File: config.mk
export PLATFORM = sky130hd
export DESIGN_NAME = i2c_irq_flags
export DESIGN_NICKNAME = d
export VERILOG_FILES = /design/src/rtl/i2c_irq_flags_pkg.sv /design/src/rtl/i2c_irq_flags_ctrl.sv /design/src/rtl/i2c_irq_flags_dp.sv /design/src/rtl/i2c_irq_flags.sv
export SDC_FILE = /design/constraint.sdc
export NUM_CORES = 1
export LEC_CHECK = 0
export BUFFER_PORTS_ARGS = -buffer_cell sky130_fd_sc_hd__buf_2
export CORE_MARGIN = 2
export CORE_UTILIZATION = 44
export DETAILED_ROUTE_END_ITERATION = 7
export PLACE_DENSITY_LB_ADDON = 0.08
export SLEW_MARGIN = 40
export SYNTH_ARGS = -nofsm -noshare
export SYNTH_HDL_FRONTEND = slang
export SYNTH_HIERARCHICAL = 1
export SYNTH_SLANG_ARGS = --single-unit
File: constraint.sdc
create_clock -name clk -period 2.5 [get_ports clk]
set_input_delay 0.125 -clock clk [delete_from_list [all_inputs] [get_ports clk]]
set_output_delay 0.125 -clock clk [all_outputs]
set_load 0.05 [all_outputs]
File: src/rtl/i2c_irq_flags_pkg.sv
package i2c_irq_flags_pkg;

  localparam int NUM_VEC  = 6;
  localparam int FLAG_TOP = 14;
  localparam int VEC_W    = $clog2(NUM_VEC + 1);

  localparam int B_ARB    = 0;
  localparam int B_NOACK  = 1;
  localparam int B_ACCRDY = 2;
  localparam int B_RXRDY  = 3;
  localparam int B_TXRDY  = 4;
  localparam int B_STOP   = 5;
  localparam int B_GCALL  = 8;
  localparam int B_ADDRD  = 9;
  localparam int B_TXFULL = 10;
  localparam int B_OVRUN  = 11;
  localparam int B_BUSY   = 12;
  localparam int B_NSENT  = 13;
  localparam int B_TDIR   = 14;

  // flags a CPU write of 1 clears
  localparam logic [FLAG_TOP:0] W1C_MASK  = 15'h602F;
  // flags that hold state (bits 7:6 are reserved)
  localparam logic [FLAG_TOP:0] IMPL_MASK = 15'h7F3F;
  // vector codes whose read clears the flag
  localparam logic [NUM_VEC-1:0] VEC_CLR_MASK = 6'b100011;

  typedef enum logic [1:0] {SEL_STATUS, SEL_MASK, SEL_VECTOR, SEL_NONE} rdSel_e;

  typedef struct packed {
    logic               statusWr;
    logic               maskWr;
    logic [NUM_VEC-1:0] vecClr;
    rdSel_e             rdSel;
    logic [VEC_W-1:0]   vecCode;
  } ctrlStrb_t;

endpackage

File: src/rtl/i2c_irq_flags_ctrl.sv
module i2c_irq_flags_ctrl
  import i2c_irq_flags_pkg::*;
#(
  parameter int AddrW      = 2,
  parameter int StatusAddr = 0,
  parameter int MaskAddr   = 1,
  parameter int VectorAddr = 2
) (
  input  logic [AddrW-1:0]   busAddr,
  input  logic               busWrEn,
  input  logic               busRdEn,
  input  logic [NUM_VEC-1:0] pendEn,
  output ctrlStrb_t          strb
);

  logic             hitStatus;
  logic             hitMask;
  logic             hitVector;
  logic [VEC_W-1:0] code;

  assign hitStatus = (busAddr == AddrW'(StatusAddr));
  assign hitMask   = (busAddr == AddrW'(MaskAddr));
  assign hitVector = (busAddr == AddrW'(VectorAddr));

  // lowest enabled pending flag wins
  always_comb begin
    code = '0;
    for (int i = NUM_VEC - 1; i >= 0; i--) begin
      if (pendEn[i]) code = VEC_W'(i + 1);
    end
  end

  always_comb begin
    strb.statusWr = busWrEn && hitStatus;
    strb.maskWr   = busWrEn && hitMask;
    strb.vecCode  = code;
    if (hitStatus)      strb.rdSel = SEL_STATUS;
    else if (hitMask)   strb.rdSel = SEL_MASK;
    else if (hitVector) strb.rdSel = SEL_VECTOR;
    else                strb.rdSel = SEL_NONE;
  end

  generate
    for (genvar i = 0; i < NUM_VEC; i++) begin : g_vclr
      if (VEC_CLR_MASK[i]) begin : g_on
        assign strb.vecClr[i] = busRdEn && hitVector && (code == VEC_W'(i + 1));
      end else begin : g_off
        assign strb.vecClr[i] = 1'b0;
      end
    end
  endgenerate

endmodule

File: src/rtl/i2c_irq_flags_dp.sv
module i2c_irq_flags_dp
  import i2c_irq_flags_pkg::*;
#(
  parameter int DataW = 32
) (
  input  logic               clk,
  input  logic               rstN,
  input  ctrlStrb_t          strb,
  input  logic [DataW-1:0]   busWrData,
  output logic [DataW-1:0]   busRdData,
  input  logic               txDataWr,
  input  logic               rxDataRd,
  input  logic               cmdStart,
  input  logic               cmdStop,
  input  logic               rptMode,
  input  logic               masterTx,
  input  logic               stpPending,
  input  logic               evArbLost,
  input  logic               evNoAck,
  input  logic               evByteEnd,
  input  logic               evCountZero,
  input  logic               evRxLoad,
  input  logic               evRxFull,
  input  logic               evTxLoad,
  input  logic               evStartCond,
  input  logic               evStopCond,
  input  logic               evOwnAddr,
  input  logic               evGenCall,
  input  logic               evAddrMiss,
  input  logic               evUnderflow,
  input  logic               evNackSent,
  input  logic               evTgtXmit,
  output logic [NUM_VEC-1:0] pendEn,
  output logic               irq,
  output logic               abortCmds
);

  localparam int FillW = DataW - FLAG_TOP - 1;

  logic [FLAG_TOP:0]  flagQ;
  logic [FLAG_TOP:0]  flagD;
  logic [FLAG_TOP:0]  setV;
  logic [FLAG_TOP:0]  clrV;
  logic [NUM_VEC-1:0] maskQ;
  logic               unusedWrHigh;

  assign unusedWrHigh = ^busWrData[DataW-1:FLAG_TOP+1];

  always_comb begin
    clrV = '0;
    if (strb.statusWr) clrV = busWrData[FLAG_TOP:0] & W1C_MASK;
    clrV[NUM_VEC-1:0] = clrV[NUM_VEC-1:0] | strb.vecClr;
    if (txDataWr || rxDataRd || cmdStart || cmdStop) clrV[B_ACCRDY] = 1'b1;
    if (txDataWr)    clrV[B_TXRDY] = 1'b1;
    if (rxDataRd)  begin clrV[B_RXRDY] = 1'b1; clrV[B_OVRUN] = 1'b1; end
    if (evUnderflow) clrV[B_TXFULL] = 1'b1;
    if (evStartCond) begin clrV[B_GCALL] = 1'b1; clrV[B_TDIR] = 1'b1; end
    if (evStopCond) begin
      clrV[B_GCALL] = 1'b1;
      clrV[B_ADDRD] = 1'b1;
      clrV[B_TDIR]  = 1'b1;
      clrV[B_BUSY]  = 1'b1;
    end
    if (evAddrMiss)  clrV[B_ADDRD] = 1'b1;
  end

  always_comb begin
    setV = '0;
    setV[B_ARB]    = evArbLost;
    setV[B_NOACK]  = evNoAck;
    setV[B_ACCRDY] = (rptMode && evByteEnd) || (!rptMode && evCountZero && !stpPending);
    setV[B_RXRDY]  = evRxLoad;
    setV[B_TXRDY]  = evTxLoad || (strb.statusWr && busWrData[B_TXRDY]);
    setV[B_STOP]   = evStopCond;
    setV[B_GCALL]  = evGenCall;
    setV[B_ADDRD]  = evOwnAddr || evGenCall;
    setV[B_TXFULL] = txDataWr
                   || (rptMode && masterTx && !flagQ[B_TXFULL] && (cmdStart || cmdStop));
    setV[B_OVRUN]  = (evRxFull && flagQ[B_RXRDY]) || (rptMode && evRxLoad);
    setV[B_BUSY]   = evStartCond;
    setV[B_NSENT]  = evNackSent;
    setV[B_TDIR]   = evTgtXmit;
  end

  // hardware set has priority over every clear
  assign flagD = (flagQ & ~clrV) | setV;

  generate
    for (genvar b = 0; b <= FLAG_TOP; b++) begin : g_flag
      if (IMPL_MASK[b]) begin : g_reg
        always_ff @(posedge clk or negedge rstN) begin
          if (!rstN) flagQ[b] <= 1'b0;
          else       flagQ[b] <= flagD[b];
        end
      end else begin : g_rsvd
        assign flagQ[b] = 1'b0;
      end
    end
  endgenerate

  always_ff @(posedge clk or negedge rstN) begin
    if (!rstN) begin
      maskQ     <= '0;
      abortCmds <= 1'b0;
    end else begin
      if (strb.maskWr) maskQ <= busWrData[NUM_VEC-1:0];
      abortCmds <= evArbLost;
    end
  end

  assign pendEn = flagQ[NUM_VEC-1:0] & maskQ;
  assign irq    = |pendEn;

  always_comb begin
    unique case (strb.rdSel)
      SEL_STATUS: busRdData = {{FillW{1'b0}}, flagQ};
      SEL_MASK:   busRdData = DataW'(maskQ);
      SEL_VECTOR: busRdData = DataW'(strb.vecCode);
      default:    busRdData = '0;
    endcase
  end

endmodule

File: src/rtl/i2c_irq_flags.sv
module i2c_irq_flags
  import i2c_irq_flags_pkg::*;
#(
  parameter int DataW      = 32,
  parameter int AddrW      = 2,
  parameter int StatusAddr = 0,
  parameter int MaskAddr   = 1,
  parameter int VectorAddr = 2
) (
  input  logic             clk,
  input  logic             rstN,
  input  logic [AddrW-1:0] busAddr,
  input  logic             busWrEn,
  input  logic             busRdEn,
  input  logic [DataW-1:0] busWrData,
  output logic [DataW-1:0] busRdData,
  input  logic             txDataWr,
  input  logic             rxDataRd,
  input  logic             cmdStart,
  input  logic             cmdStop,
  input  logic             rptMode,
  input  logic             masterTx,
  input  logic             stpPending,
  input  logic             evArbLost,
  input  logic             evNoAck,
  input  logic             evByteEnd,
  input  logic             evCountZero,
  input  logic             evRxLoad,
  input  logic             evRxFull,
  input  logic             evTxLoad,
  input  logic             evStartCond,
  input  logic             evStopCond,
  input  logic             evOwnAddr,
  input  logic             evGenCall,
  input  logic             evAddrMiss,
  input  logic             evUnderflow,
  input  logic             evNackSent,
  input  logic             evTgtXmit,
  output logic             irq,
  output logic             abortCmds
);

  ctrlStrb_t          strb;
  logic [NUM_VEC-1:0] pendEn;

  i2c_irq_flags_ctrl #(
    .AddrW(AddrW), .StatusAddr(StatusAddr), .MaskAddr(MaskAddr), .VectorAddr(VectorAddr)
  ) u_ctrl (
    .busAddr(busAddr), .busWrEn(busWrEn), .busRdEn(busRdEn), .pendEn(pendEn), .strb(strb)
  );

  i2c_irq_flags_dp #(.DataW(DataW)) u_dp (
    .clk(clk), .rstN(rstN), .strb(strb), .busWrData(busWrData), .busRdData(busRdData),
    .txDataWr(txDataWr), .rxDataRd(rxDataRd), .cmdStart(cmdStart), .cmdStop(cmdStop),
    .rptMode(rptMode), .masterTx(masterTx), .stpPending(stpPending),
    .evArbLost(evArbLost), .evNoAck(evNoAck), .evByteEnd(evByteEnd),
    .evCountZero(evCountZero), .evRxLoad(evRxLoad), .evRxFull(evRxFull),
    .evTxLoad(evTxLoad), .evStartCond(evStartCond), .evStopCond(evStopCond),
    .evOwnAddr(evOwnAddr), .evGenCall(evGenCall), .evAddrMiss(evAddrMiss),
    .evUnderflow(evUnderflow), .evNackSent(evNackSent), .evTgtXmit(evTgtXmit),
    .pendEn(pendEn), .irq(irq), .abortCmds(abortCmds)
  );

endmodule

Word level (Yosys, flattened, before mapping)
Index checks and enable logic that the tools add are counted.

Bits in registers: 20. Input bits: 60. Output and inout bits: 34. Logic and storage cells: 79.

Equality and inequality tests: 7. Muxes and demuxes: 22. Bitwise logic cells: 5. Reductions and logical operators: 30.

Operator list (number): case mux 15 bit (3 select lines) (1); 2-to-1 mux 3 bit (6); AND 15 bit (1); logical AND 1 bit (15); 2-to-1 mux 15 bit (1); NOT 15 bit (1); OR 15 bit (1); 2-to-1 mux 1 bit (11); logical OR 1 bit (9); AND 6 bit (1); 2-to-1 mux 2 bit (3); OR 6 bit (1); OR reduction 6 bit (1); == test 2 x 1 -> 1 bit, second input constant (2); == test 2 bit, second input constant (2); logical NOT 2 bit (2); == test 3 x 1 -> 1 bit, second input constant (1); == test 3 x 2 -> 1 bit, second input constant (1); == test 3 bit, second input constant (1); logical NOT 1 bit (3).

Logic depth before layout (Yosys ltp)
Depth in word-level cells: 14. Mapped depth: 6. Depth with buffers taken out: 6.

Modules after synthesis
Netlist, hierarchy kept.

By module, submodules not included: i2c_irq_flags_dp (times used 1, cells each 115, area each 1168.6 um2, seq. area each 500.5 um2); i2c_irq_flags_ctrl (times used 1, cells each 23, area each 145.1 um2, seq. area each 0.0 um2).

Least setup slack after synthesis
No wires, ideal clock.

Kind: input to output. Start: input busAddr[0]. End: output busRdData[11]. Arrival time: 1.469 ns. Data required time: 2.375 ns. Path slack: 0.906 ns. Cell stages on the path: 3. Buffers on the path: 2. Path through: clkbuf_1 > buf_2 > nor3_1.

Longest elaborated chain between the ends: 6. Elaborated cells on any way between the ends: 10. Classes of those cells: eq/ne (4); mux (4); reduce/logical (2).

Ends and longest elaborated chain: start: declaration (RTL line i2c_irq_flags.sv:12) `input logic [AddrW-1:0] busAddr,`; == test 2 bit (RTL line i2c_irq_flags_ctrl.sv:23) `assign hitVector = (busAddr == AddrW'(VectorAddr));`; 2-to-1 mux 1 bit (RTL line i2c_irq_flags_ctrl.sv:39) `else if (hitVector) strb.rdSel = SEL_VECTOR;`; 2-to-1 mux 2 bit (RTL line i2c_irq_flags_ctrl.sv:38) `else if (hitMask) strb.rdSel = SEL_MASK;`; 2-to-1 mux 2 bit * (RTL line i2c_irq_flags_ctrl.sv:37) `if (hitStatus) strb.rdSel = SEL_STATUS;`; == test 2 bit (tied with other cells) (RTL line i2c_irq_flags_dp.sv:115) `unique case (strb.rdSel)`; case mux 15 bit (3 select lines) * (RTL line i2c_irq_flags_dp.sv:115); end: declaration (RTL line i2c_irq_flags.sv:16) `output logic [DataW-1:0] busRdData,`.

Every way passes the cells marked *; elsewhere a longest branch is shown, timed or not.

==> impl_metrics.toml <==
[status]
run_status = "complete, but fails checks"
failing_checks = "design-rule violations"

[worst_setup_path]
r2r_end = "u_dp/flagQ[5]$_DFF_PN0_"
timing.critical_path.from_type = "flop"
setup.worst_path.class = "flop to output port"
critPathArrivalTime_ns = 1.71
critical_path_required_ns = 2.38
reg2reg_depth = 5
slowest_stage = "dfrtp_1"
ordered_cell_list_for_the_critical_path = "and2_1 > nor2_1 > nand2_1 > a21oi_1 > o2bb2ai_1 > buf_2"
worstSetupEndpointType = "output port"
critical-path-top-delay-family = "flip-flops"
regToRegStartpoint = "u_dp/flagQ[0]$_DFF_PN0_"
critical_path_peak_fanout = 5
cp_slowest_stage_delay_ns = 0.46
register_to_register_setup_slack_ns = 0.91
critical_path_buf_inv_count = 1

[logic_synthesis]
largest_area_contributor_in_the_synthesized_netlist = "dfrtp_1"
ys_ff_latch = 20
ys_seq_area_share_pct = 38.1
dominant_combinational_cell_family_by_area_after_synthesis = "simple AND/OR/NAND/NOR gates"
syn-instance-count = 138
synthesis.area_sq_um = 1310
synthAdderAreaFrac_pct = 0
dominantRegCellSynth = "dfrtp_1"
synthXorXnorAreaFrac_pct = 0
syn-mean-instance-area_sq_um = 9.52
async_flop_share_pct = 100
synth_enable_flop_cells = 0
post_synth_mux_area_share_pct = 9.71
compound_cell_area_share_of_the_yosys_netlist_pct = 15.4
synth-warning-count = 6
yosys-top-cells-area = "dfrtp_1 (38%), buf_4 (13%), and2_1 (5.2%), mux2_2 (5.1%), mux2i_1 (4.6%)"
synth_cell_types = 37
synth-simple-area-share_pct = 19.4
synth_top_cell_area_share_pct = 38.1

[run]
drv.max_cap_violation_count = 0

[floorplan]
cell_rows = 19
io_pins = 94
initial_core_util_pct = 46.8
fp.dieArea_sq_um = 3440
core-area_sq_um = 2810
die_y_um = 58.6
dieWidth_um = 58.6

[cts]
post_cts_hold_buffer_count = 8
htree_depth = 1
post-cts-setup-buffers = 0
cts.sink_count = 20
cts_resized = 0
clkLatencyLatePin_ns = 0.30
numCtsBuffers = 3
clkSlewWorstSetupHoldPaths_ns = 0.11
ctsLongestPathBuffers = 2
clockRootBuffer = "clkbuf_4"
tritoncts = "built"

[placed_design]
finalWeightedCongestion = 0.746
place.detailed.hpwl_mm = 2.11
placed_cells_incl_taps = 212
placement.io_buffers = 50

[grt]
antenna_found_initial = 0
first_pass_grt_wire_length_mm = 4.71
grt_remaining_overflow = 0
grt.total_usage_pct = 18.2
first_global_vias = 1100
grt_start_max_net_pins = 21

[finish]
antenna-diode-count = 0
final_net_count = 254
flow.area_growth_from_synthesis_pct = 23.9
instances_no_fill = 224
fraction_of_layout_cells_with_a_size_suffix_above_1_pct = 36.8

[detailed_routing]
final_antenna_net_count = 0
finalWirelength_mm = 2.83
drc = 7
vias = 1091
detail_route.wl_per_cell_um = 12.6
drt_first_iter_violations = 26
drt-vias-per-instance = 4.87
first_pass_iters = 6

[timing]
fin_skew_ns = 0.00641
tns_ns = 0
post-route-period-util_pct = 73.4
maximum_clock_rate_mhz = 545
grt_setup_unrepaired = "false"
min_period_ns = 1.84
endpoints_failing_setup = 0
maxSlewViolCount = 0
final-hold-violation-count = 0

[pwr]
power.density_nw_per_um2 = 611
power_leakage_nw = 0.808
vdd_drop_max_mv = 0.293

[worst_hold_path]
hold-path-endpoint = "u_dp/flagQ[4]$_DFF_PN0_"
min_path_cells = 2
hold_start = "evTxLoad"
hold_path_class = "input port to flop"
-- per-layer routing --
layer	up-vias	wire length, um	GRT usage (%)
met5	-	0	0
met4	0	56	8.77
met3	6	215	2.64
met2	56	1290	31.6
met1	492	1270	22.1
li1	537	-	-
-- stage by stage --
step | cell area (sq um) | utilization, % | hold slack [ns] | setup slack, ns | power, W
global placement | 1500 | 53.3 | 0.0950 | 0.947 | 0.000723
detailed placement | 1500 | 53.3 | 0.103 | 0.942 | 0.000729
global route | 1630 | 58.0 | 0.0162 | 0.569 | 0.00105
floorplan | 1390 | - | -0.171 | 0.906 | 0.000673
finish | 1630 | 58.0 | 0.0210 | 0.664 | 0.000995
CTS | 1630 | 58.0 | 0.0105 | 0.649 | 0.00101
-- how the worst max path moves through the flow --
| stage | startpoint | endpoint | depth (start not counted) |
|---|---|---|---|
| CTS | u_dp/flagQ[0]$_DFF_PN0_ | irq | 3 |
| global placement | u_dp/flagQ[0]$_DFF_PN0_ | u_dp/flagQ[5]$_DFF_PN0_ | 5 |
| finish | u_dp/flagQ[3]$_DFF_PN0_ | busRdData[1] | 6 |
| global route | u_dp/flagQ[3]$_DFF_PN0_ | busRdData[1] | 6 |
| detailed placement | u_dp/flagQ[0]$_DFF_PN0_ | u_dp/flagQ[5]$_DFF_PN0_ | 5 |
| floorplan | busAddr[0] | busRdData[11] | 3 |
-- cell families after synthesis --
logic type	Yosys count
AOI/OAI and AO/OA	25
buffers and inverters	36
DFF	20
muxes	12
other	2
and+or+nand+nor	43
-- power breakdown --
part           internal, W  total (W)  switching [W]
Sequential        0.000356   0.000382      0.0000254
Clock             0.000162   0.000264       0.000101
Combinational     0.000114   0.000350       0.000236
Total             0.000633   0.000995       0.000362
-- cells in the mapped netlist, drive strengths merged (3+ instances only) --
library cell and number:
buf 23, clkbuf 5, dfrtp 20, o2bb2ai 3
inv 8, mux2i 6, a21o 4, and2 12
a31o 4, nor2 10, mux2 6, nand2 8
o211ai 3
-- registers in the layout, indices dropped and copies added (netlist names) --
signal,flops
u_dp/abortCmds,1
u_dp/maskQ,6
u_dp/flagQ,13
-- placed cells by master (no fill, tap or decap), types with 2 or more instances in the layout --
master / synthesis / final
a22o_1: 2 / 2
o2bb2ai_1: 3 / 3
a31o_2: 4 / 4
and2_1: 11 / 11
nor3b_1: 2 / 2
mux2i_1: 6 / 6
conb_1: 2 / 22
a21oi_1: 2 / 2
dfrtp_1: 20 / 20
inv_1: 8 / 8
a211o_1: 2 / 2
buf_2: 1 / 50
mux2_2: 6 / 6
nand2_1: 8 / 8
a21o_1: 4 / 4
nor2_1: 10 / 10
dlygate4sd3_1: 0 / 8
clkbuf_4: 0 / 3
nor3_1: 2 / 2
o211ai_1: 2 / 2
-- final cells by class --
cell class / count / area, sq um
Multi-Input combinational cell: 102 / 668
Fill cell: 258 / 1180
Tap cell: 31 / 38.8
Timing Repair Buffer: 59 / 338
Clock inverter: 1 / 30.0
Sequential cell: 20 / 500
Inverter: 8 / 30.0
Clock buffer: 3 / 22.5
Power figures use the tool's default switching activity.
